<file path="src/rtl/flash_guard_pkg.sv">
package flash_guard_pkg;
  localparam int DATA_W = 16;
  typedef logic [DATA_W-1:0] word_t;

  typedef enum logic [1:0] {
    SEL_STAT = 2'd0,
    SEL_CTRL = 2'd1,
    SEL_ADDR = 2'd2,
    SEL_ERR  = 2'd3
  } reg_sel_e;

  // status word layout
  localparam int LOCK_BIT = 4;
  localparam int BUSY_LSB = 1;
  // control word layout
  localparam int START_BIT = 0;
  localparam int BANK_LSB  = 1;
  localparam int PROT_BIT  = 7;

  localparam word_t TRAP_VEC = 16'h009B;
  localparam word_t BAD_DATA = '1;
endpackage

</file>
<file path="src/rtl/flash_op_tracker.sv">
module flash_op_tracker #(
  parameter int NUM_BANKS = 2,
  parameter int PROT_BANK = 0,
  parameter int BANK_W    = 1
) (
  input  logic                 clk_i,
  input  logic                 rst_ni,
  input  logic                 start_i,
  input  logic [BANK_W-1:0]    start_bank_i,
  input  logic                 start_prot_i,
  input  logic                 done_i,
  input  logic                 susp_i,
  input  logic                 resume_i,
  input  logic                 vdd_low_i,
  output logic [NUM_BANKS-1:0] busy_o,
  output logic                 lock_o
);
  logic              active_q, susp_q;
  logic [BANK_W-1:0] tgt_q;

  always_ff @(posedge clk_i or negedge rst_ni) begin
    if (!rst_ni) begin
      active_q <= 1'b0;
      susp_q   <= 1'b0;
      tgt_q    <= '0;
    end else if (vdd_low_i) begin
      active_q <= 1'b0;
      susp_q   <= 1'b0;
    end else if (active_q) begin
      if (done_i) begin
        active_q <= 1'b0;
        susp_q   <= 1'b0;
      end else if (susp_i && !susp_q) begin
        susp_q <= 1'b1;
      end else if (resume_i && susp_q) begin
        susp_q <= 1'b0;
      end
    end else if (start_i) begin
      active_q <= 1'b1;
      susp_q   <= 1'b0;
      tgt_q    <= start_prot_i ? BANK_W'(PROT_BANK) : start_bank_i;
    end
  end

  for (genvar g = 0; g < NUM_BANKS; g++) begin : g_busy
    assign busy_o[g] = active_q && !susp_q && (tgt_q == BANK_W'(g));
  end

  assign lock_o = active_q;

  a_r2_start_locks: assert property (@(posedge clk_i) disable iff (!rst_ni)
    start_i && !lock_o && !vdd_low_i |=> lock_o && ($countones(busy_o) == 1));
  a_r5_done_clears: assert property (@(posedge clk_i) disable iff (!rst_ni)
    lock_o && done_i && !vdd_low_i |=> !lock_o && (busy_o == '0));
  a_r6_suspend_frees: assert property (@(posedge clk_i) disable iff (!rst_ni)
    (busy_o != '0) && susp_i && !done_i && !vdd_low_i |=> lock_o && (busy_o == '0));
  a_r6_resume_takes: assert property (@(posedge clk_i) disable iff (!rst_ni)
    lock_o && (busy_o == '0) && resume_i && !done_i && !vdd_low_i |=> ($countones(busy_o) == 1));
  a_r7_abort: assert property (@(posedge clk_i) disable iff (!rst_ni)
    vdd_low_i |=> !lock_o && (busy_o == '0));
  a_r4_busy_needs_lock: assert property (@(posedge clk_i) disable iff (!rst_ni)
    (busy_o != '0) |-> lock_o && $onehot0(busy_o));
endmodule

</file>
<file path="src/rtl/flash_bank_gate.sv">
module flash_bank_gate
  import flash_guard_pkg::*;
#(
  parameter int NUM_BANKS = 2,
  parameter int BANK_W    = 1
) (
  input  logic [NUM_BANKS-1:0] busy_i,
  input  logic                 mem_req_i,
  input  logic                 mem_we_i,
  input  logic [BANK_W-1:0]    mem_bank_i,
  input  word_t                arr_rdata_i,
  output logic                 arr_req_o,
  output logic                 arr_we_o,
  output logic [BANK_W-1:0]    arr_bank_o,
  output word_t                mem_rdata_o,
  output logic                 blocked_rd_o
);
  logic sel_busy;

  always_comb begin
    sel_busy = 1'b0;
    for (int i = 0; i < NUM_BANKS; i++)
      if (mem_bank_i == BANK_W'(i)) sel_busy = busy_i[i];
  end

  assign arr_req_o    = mem_req_i && !sel_busy;
  assign arr_we_o     = mem_we_i && !sel_busy;
  assign arr_bank_o   = mem_bank_i;
  assign mem_rdata_o  = sel_busy ? BAD_DATA : arr_rdata_i;
  assign blocked_rd_o = mem_req_i && !mem_we_i && sel_busy;

  always_comb begin
    if (blocked_rd_o) a_r4_bad_data: assert (mem_rdata_o == BAD_DATA && !arr_req_o);
    if (arr_req_o)    a_r4_fwd_valid: assert (mem_req_i);
  end
endmodule

</file>
<file path="src/rtl/flash_ctrl_regs.sv">
module flash_ctrl_regs
  import flash_guard_pkg::*;
#(
  parameter int NUM_BANKS = 2,
  parameter int BANK_W    = 1
) (
  input  logic                 clk_i,
  input  logic                 rst_ni,
  input  logic                 reg_req_i,
  input  logic                 reg_we_i,
  input  logic [1:0]           reg_sel_i,
  input  word_t                reg_wdata_i,
  output word_t                reg_rdata_o,
  input  logic                 lock_i,
  input  logic [NUM_BANKS-1:0] busy_i,
  input  word_t                err_flags_i,
  output logic                 blocked_rd_o,
  output logic                 start_o,
  output logic [BANK_W-1:0]    start_bank_o,
  output logic                 start_prot_o
);
  localparam word_t BANK_MASK = word_t'((1 << BANK_W) - 1) << BANK_LSB;
  localparam word_t CTRL_MASK = BANK_MASK | (word_t'(1) << PROT_BIT);

  reg_sel_e sel;
  word_t    ctrl_q, addr_q, err_q, stat;
  logic     wr_ok;

  assign sel   = reg_sel_e'(reg_sel_i);
  assign wr_ok = reg_req_i && reg_we_i && !lock_i;

  always_ff @(posedge clk_i or negedge rst_ni) begin
    if (!rst_ni) begin
      ctrl_q <= '0;
      addr_q <= '0;
    end else if (wr_ok) begin
      if (sel == SEL_CTRL) ctrl_q <= reg_wdata_i & CTRL_MASK;
      if (sel == SEL_ADDR) addr_q <= reg_wdata_i;
    end
  end

  // error capture only while every bank is idle
  always_ff @(posedge clk_i or negedge rst_ni) begin
    if (!rst_ni)            err_q <= '0;
    else if (busy_i == '0)  err_q <= err_flags_i;
  end

  assign start_o      = wr_ok && (sel == SEL_CTRL) && reg_wdata_i[START_BIT];
  assign start_bank_o = reg_wdata_i[BANK_LSB +: BANK_W];
  assign start_prot_o = reg_wdata_i[PROT_BIT];

  always_comb begin
    stat = '0;
    stat[LOCK_BIT] = lock_i;
    for (int i = 0; i < NUM_BANKS; i++) stat[BUSY_LSB + i] = busy_i[i];
  end

  always_comb begin
    unique case (sel)
      SEL_STAT: reg_rdata_o = stat;
      SEL_CTRL: reg_rdata_o = lock_i ? BAD_DATA : ctrl_q;
      SEL_ADDR: reg_rdata_o = lock_i ? BAD_DATA : addr_q;
      SEL_ERR:  reg_rdata_o = lock_i ? BAD_DATA : err_q;
      default:  reg_rdata_o = BAD_DATA;
    endcase
  end

  assign blocked_rd_o = reg_req_i && !reg_we_i && lock_i && (sel != SEL_STAT);

  a_r10_err_hold: assert property (@(posedge clk_i) disable iff (!rst_ni)
    (busy_i != '0) |=> $stable(err_q));
  a_r9_locked_wr: assert property (@(posedge clk_i) disable iff (!rst_ni)
    lock_i |=> $stable(addr_q) && $stable(ctrl_q));
  a_r8_stat_open: assert property (@(posedge clk_i) disable iff (!rst_ni)
    reg_req_i && (sel == SEL_STAT) |-> !blocked_rd_o);
endmodule

</file>
<file path="src/rtl/flash_wr_guard.sv">
module flash_wr_guard
  import flash_guard_pkg::*;
#(
  parameter int NUM_BANKS = 2,  // at most 3: busy bits sit below the lock bit
  parameter int PROT_BANK = 0,
  localparam int BANK_W   = (NUM_BANKS > 1) ? $clog2(NUM_BANKS) : 1
) (
  input  logic              clk_i,
  input  logic              rst_ni,
  input  logic              reg_req_i,
  input  logic              reg_we_i,
  input  logic [1:0]        reg_sel_i,
  input  logic [15:0]       reg_wdata_i,
  output logic [15:0]       reg_rdata_o,
  input  logic              mem_req_i,
  input  logic              mem_we_i,
  input  logic [BANK_W-1:0] mem_bank_i,
  output logic [15:0]       mem_rdata_o,
  output logic              arr_req_o,
  output logic              arr_we_o,
  output logic [BANK_W-1:0] arr_bank_o,
  input  logic [15:0]       arr_rdata_i,
  input  logic              op_done_i,
  input  logic              op_suspend_i,
  input  logic              op_resume_i,
  input  logic              vdd_low_i,
  input  logic [15:0]       err_flags_i,
  output logic              trap_o,
  output logic [15:0]       trap_vec_o
);
  logic [NUM_BANKS-1:0] busy;
  logic                 lock, start, start_prot, blk_mem, blk_reg;
  logic [BANK_W-1:0]    start_bank;

  flash_ctrl_regs #(.NUM_BANKS(NUM_BANKS), .BANK_W(BANK_W)) u_regs (
    .clk_i, .rst_ni, .reg_req_i, .reg_we_i, .reg_sel_i, .reg_wdata_i, .reg_rdata_o,
    .lock_i(lock), .busy_i(busy), .err_flags_i,
    .blocked_rd_o(blk_reg), .start_o(start), .start_bank_o(start_bank),
    .start_prot_o(start_prot)
  );

  flash_op_tracker #(.NUM_BANKS(NUM_BANKS), .PROT_BANK(PROT_BANK), .BANK_W(BANK_W)) u_track (
    .clk_i, .rst_ni, .start_i(start), .start_bank_i(start_bank), .start_prot_i(start_prot),
    .done_i(op_done_i), .susp_i(op_suspend_i), .resume_i(op_resume_i),
    .vdd_low_i, .busy_o(busy), .lock_o(lock)
  );

  flash_bank_gate #(.NUM_BANKS(NUM_BANKS), .BANK_W(BANK_W)) u_gate (
    .busy_i(busy), .mem_req_i, .mem_we_i, .mem_bank_i, .arr_rdata_i,
    .arr_req_o, .arr_we_o, .arr_bank_o, .mem_rdata_o, .blocked_rd_o(blk_mem)
  );

  assign trap_o     = blk_mem || blk_reg;
  assign trap_vec_o = trap_o ? TRAP_VEC : '0;

  a_r4_trap_cause: assert property (@(posedge clk_i) disable iff (!rst_ni)
    trap_o |-> (reg_req_i && !reg_we_i) || (mem_req_i && !mem_we_i));
  a_r9_trap_needs_lock: assert property (@(posedge clk_i) disable iff (!rst_ni)
    trap_o |-> lock);
endmodule

</file>
<file path="config.mk">
export PLATFORM = sky130hd
export DESIGN_NAME = flash_wr_guard
export DESIGN_NICKNAME = d
export VERILOG_FILES = /design/src/rtl/flash_guard_pkg.sv /design/src/rtl/flash_op_tracker.sv /design/src/rtl/flash_bank_gate.sv /design/src/rtl/flash_ctrl_regs.sv /design/src/rtl/flash_wr_guard.sv
export SDC_FILE = /design/constraint.sdc
export NUM_CORES = 1
export LEC_CHECK = 0
export CAP_MARGIN = 20
export CORE_ASPECT_RATIO = 1.1
export CORE_MARGIN = 1.5
export CORE_UTILIZATION = 35
export DETAILED_ROUTE_END_ITERATION = 6
export HOLD_SLACK_MARGIN = 0.15
export PLACE_DENSITY_LB_ADDON = 0.05
export SETUP_SLACK_MARGIN = 0.1
export SYNTH_ARGS = -nofsm -noshare
export SYNTH_HDL_FRONTEND = slang
export SYNTH_SLANG_ARGS = --single-unit
</file>
<file path="constraint.sdc">
create_clock -name clk_i -period 4.8 [get_ports clk_i]
set_clock_uncertainty 0.05 [all_clocks]
set_input_delay 0.96 -clock clk_i [delete_from_list [all_inputs] [get_ports clk_i]]
set_output_delay 0.96 -clock clk_i [all_outputs]
set_load 0.01 [all_outputs]
</file>
Word level (Yosys, flattened, before mapping)

Cells that the tools add are included.

Register bits: 37

Eq/ne operators: 4
Reductions and logical operators: 30
Bitwise gates (word level): 3
Muxes and demuxes: 18

Operators with widths:

| cell               | number |
|---|---|
| $mux 16            | 4 |
| $pmux 16 s4        | 1 |
| $logic_and 1x1->1  | 16 |
| $mux 1             | 12 |
| $mux 8             | 1 |
| $reduce_and 2->1   | 3 |
| $logic_not 1->1    | 5 |
| $ne 5x5->1 const B | 1 |
| $eq 2x2->1 const B | 2 |
| $logic_not 2->1    | 2 |
| $not 1->1          | 3 |
| $reduce_and 3->1   | 1 |
| $reduce_bool 3->1  | 1 |
| $eq 2x1->1 const B | 1 |
| $reduce_bool 2->1  | 1 |
| $logic_or 1x1->1   | 1 |

Logic depth before layout (Yosys ltp)

Depth after elaboration: 7
Depth in mapped cells: 6

By module

From an unflattened synthesis, not the netlist that was laid out.

Cells, all modules: 198
Area total of the unflattened synthesis: 2133.3 µm²

Modules (own cells, without submodules):

| module           | cells each | sequential area each (µm²) | times used | area an instance (µm²) |
|---|---|---|---|---|
| flash_ctrl_regs  | 142        | 850.8                      | 1          | 1661.6 |
| flash_op_tracker | 16         | 75.1                       | 1          | 175.2 |
| flash_bank_gate  | 22         | 0.0                        | 1          | 166.4 |
| flash_wr_guard   | 18         | 0.0                        | 1          | 130.1 |

Worst setup path before layout

OpenSTA, ideal clock, no wires.

Kind: input to output
From: input port mem_bank_i
To: output port trap_vec_o[0]
Stages on the path: 5
Slack: 1.476 ns
Arrival time: 2.314 ns
Data required time: 3.790 ns
Cells stage by stage: xnor2_1 nand2b_4 buf_6 o32ai_1 buf_4

Longest elaborated chain between the ends: 4

Ends and longest elaborated chain:

| what               | line                  | source |
|---|---|---|
| start: declaration | flash_wr_guard.sv:17  | `input logic [BANK_W-1:0] mem_bank_i,` |
| $mux 1             | flash_bank_gate.sv:23 | `if (mem_bank_i == BANK_W'(i)) sel_busy = busy_i[i];` |
| $logic_and 1x1->1  | flash_bank_gate.sv:30 | `assign blocked_rd_o = mem_req_i && !mem_we_i && sel_busy;` |
| $logic_or 1x1->1   | flash_wr_guard.sv:53  | `assign trap_o = blk_mem \|\| blk_reg;` |
| named net trap_o   | flash_wr_guard.sv:28  | `output logic trap_o,` |
| $mux 8             | flash_wr_guard.sv:54  | `assign trap_vec_o = trap_o ? TRAP_VEC : '0;` |
| end: declaration   | flash_wr_guard.sv:29  | `output logic [15:0] trap_vec_o` |

The timed path passes the listed nets, and every way through them passes these cells.

Worst setup path in the final report

From: input port reg_sel_i[1]
To: output port trap_vec_o[4]

Longest elaborated chain between the ends: 4

Ends and longest elaborated chain:

| what               | line                  | source |
|---|---|---|
| start: declaration | flash_wr_guard.sv:12  | `input logic [1:0] reg_sel_i,` |
| $reduce_bool 2->1  | flash_ctrl_regs.sv:68 | `assign blocked_rd_o = reg_req_i && !reg_we_i && lock_i && (sel != SEL_STAT);` |
| $logic_and 1x1->1  | flash_ctrl_regs.sv:68 |  |
| $logic_or 1x1->1   | flash_wr_guard.sv:53  |  |
| $mux 8             | flash_wr_guard.sv:54  |  |

No other way between the ends.

==> flow_summary.yaml <==
run_status:
  status: "completed"
sta:
  hold_viol: 0
  finalSetupTns_ns: 0
  setup_viol: 0
  max-slew-margin-rel_pct: 30.8
  rsz0062_at_grt: "no"
  tightest_slew_ns: 1.03
  layout_worst_path_cycle_share_pct: 87.3
  period_needed_ns: 4.19
  maxSlewViolCount: 0
  fmax_mhz: 239
pwr:
  p_int_mw: 0.605
  switchingPower_mw: 0.212
  clock_power_share_pct: 25.7
  p_leak_nw: 1.37
  p_per_area_mw_per_mm2: 256
  comb_power_share_pct: 28.0
  power_frac_seq_pct: 46.4
  max-vdd-ir-drop_mv: 0.170
  switching_share_pct: 26.0
synthesis:
  ys_warn_count: 0
  syn_area_mm2: 0.00217
  synth_cell_types: 34
  ys_seq_area_share_pct: 42.7
  synthCells: 184
  synth_seq_cells: 37
  syn_area_per_cell_um2: 11.8
setup_path:
  path_class: "input port to output pin"
  end_kind: "output pin"
  cp-start-kind: "input port"
  r2r_slack_ns: 2.63
  arrival_ns: 3.18
  crit_fanout: 13
  required_ns: 3.79
clock_tree:
  holdBufCountCts: 0
  cts_sinks: 37
  clkTransAtPathRegs_ns: 0.07
  cts_buffer_depth: 2
  cts_resized: 0
  numCtsBuffers: 5
  root_buffer: "clkbuf_8"
  clock_latency_ns: 0.29
  cts_htree_levels: 2
  cts_setup_buffers: 0
  cts_tree: "done"
grt:
  grt_pass1_wl_mm: 8.49
  grt-ovfl-total: 0
  grt_max_degree: 38
  antenna_found_initial: 0
  grt_pass1_vias: 1714
  grtUsageTotal_pct: 16.5
floorplanning:
  core_area_mm2: 0.00588
  die_w_um: 78.1
  ioPinCount: 113
  std_cell_rows: 29
  start_util_pct: 36.9
  fp.dieArea_mm2: 0.00668
  die_h_um: 85.6
routing:
  drtAntennaViolNets: 0
  drcViolationCount: 0
  vias: 1677
  routedWlPerCell_um: 14.7
  wirelength_mm: 5.22
  drt-initial-drc-count: 41
  dr.pass1.iters: 4
  viasPerCell: 4.72
place:
  place_congestion: 0.663
  portBuffers: 101
  postPlaceCellArea_mm2: 0.00311
  placed_cells: 347
  hpwl_mm: 3.80
run:
  max-cap-violations: 0
hold_path:
  worst_hold_path_type: "register to register"
final_layout:
  nets: 338
  synthToLayoutAreaGrowth_pct: 47.0
  final_cell_mix: "clkdlybuf4s50_1 (100), dfrtp_1 (37), mux2_2 (25)"
  fin_cells: 355
  mostFrequentLayoutCell: "clkdlybuf4s50_1"
  post_route_cells_drive_above_1_share_pct: 18.3
  fin_area_mm2: 0.00319
  n_antenna_cell: 0
  fillers: 558
[stage by stage]
stage / power [mW] / utilization (%) / setup WS [ns] / hold slack (ns)
6_report: 0.817 / 54.3 / 0.610 / 0.452
3_5_place_dp: 0.615 / 52.9 / 0.529 / 0.437
5_1_grt: 0.867 / 54.3 / 0.376 / 0.469
2_1_floorplan: 0.502 / - / 1.48 / 0.421
4_1_cts: 0.829 / 54.3 / 0.529 / 0.454
3_3_place_gp: 0.614 / 52.9 / 0.574 / 0.433
[final cells by class]
cell class	count	area (um2)	area share, %
Tap cell	77	96.3	3.02
Timing Repair Buffer	103	1020	32.0
Inverter	4	15.0	0.471
Multi-Input combinational cell	126	1050	32.9
Clock buffer	6	72.6	2.27
Clock inverter	2	10.0	0.314
Sequential cell	37	926	29.0
[cell families after synthesis]
group / after synthesis / share of synthesized area, %
AND/OR/NAND/NOR: 37 / 11.8
other: 1 / 0.173
flip-flops: 37 / 42.7
XOR/XNOR: 1 / 0.404
multiplexers: 49 / 26.3
AO/OA/AOI/OAI: 28 / 7.95
buffers and inverters: 31 / 10.7
[synth_stat cells (all sizes together)]
master / count / area, um2
a211o: 2 / 17.5
a21oi: 4 / 20.0
a221oi: 1 / 15.0
a22oi: 1 / 7.51
and2: 2 / 12.5
and3b: 2 / 21.3
buf: 25 / 210
clkbuf: 2 / 7.51
conb: 1 / 3.75
dfrtp: 37 / 926
inv: 4 / 15.0
mux2: 35 / 432
mux2i: 14 / 140
nand2: 2 / 7.51
nand2b: 21 / 139
nand3: 1 / 5.00
nand3b: 1 / 20.0
nor2: 3 / 11.3
nor2b: 2 / 12.5
nor3: 3 / 26.3
o21ai: 15 / 75.1
o21bai: 1 / 7.51
o221ai: 1 / 8.76
o22ai: 2 / 12.5
o32ai: 1 / 8.76
xnor2: 1 / 8.76
[routing by layer]
| layer | track usage [%] | vias up | wire length [um] |
|---|---|---|---|
| met1 | 19.8 | 793 | 2150 |
| met3 | 4.47 | 8 | 450 |
| met5 | 0 | - | 0 |
| met4 | 6.33 | 0 | 82 |
| met2 | 28.1 | 76 | 2530 |
| li1 | - | 800 | - |
[power groups by stage]
stage	combinational, mW	clock, mW	sequential [mW]
after global placement	0.229	0	0.384
final	0.229	0.210	0.379
after CTS	0.232	0.217	0.379
after floorplan	0.125	0	0.377
after detailed placement	0.231	0	0.384
after global routing	0.248	0.234	0.385
[path summary, 6_finish.rpt]
check	from	cells after the start	endpoint
worst max-delay path	reg_sel_i[1]	4	trap_vec_o[4]
worst min-delay path	u_regs.err_q[2]	1	u_regs.err_q[2]
worst max register to register	u_track.lock_o	3	u_regs.addr_q[7]
worst min register to register	u_regs.err_q[2]	1	u_regs.err_q[2]
max in group asynchronous	rst_ni	1	u_regs.err_q[8]
min in group asynchronous	rst_ni	1	u_regs.addr_q[3]
[flip-flops by register name, summed over array words and instances (netlist names)]
signal / cells
u_regs.addr_q: 16
u_regs.ctrl_q: 2
u_regs.err_q: 16
u_track.lock_o: 1
u_track.susp_q: 1
u_track.tgt_q: 1
[worst max-delay path, stage by stage]
cell             delay [ns]
clkdlybuf4s50_1        0.58
o21ai_1                0.75
o32ai_1                0.32
clkdlybuf4s50_1        0.57
Power figures use the tool's default switching activity.
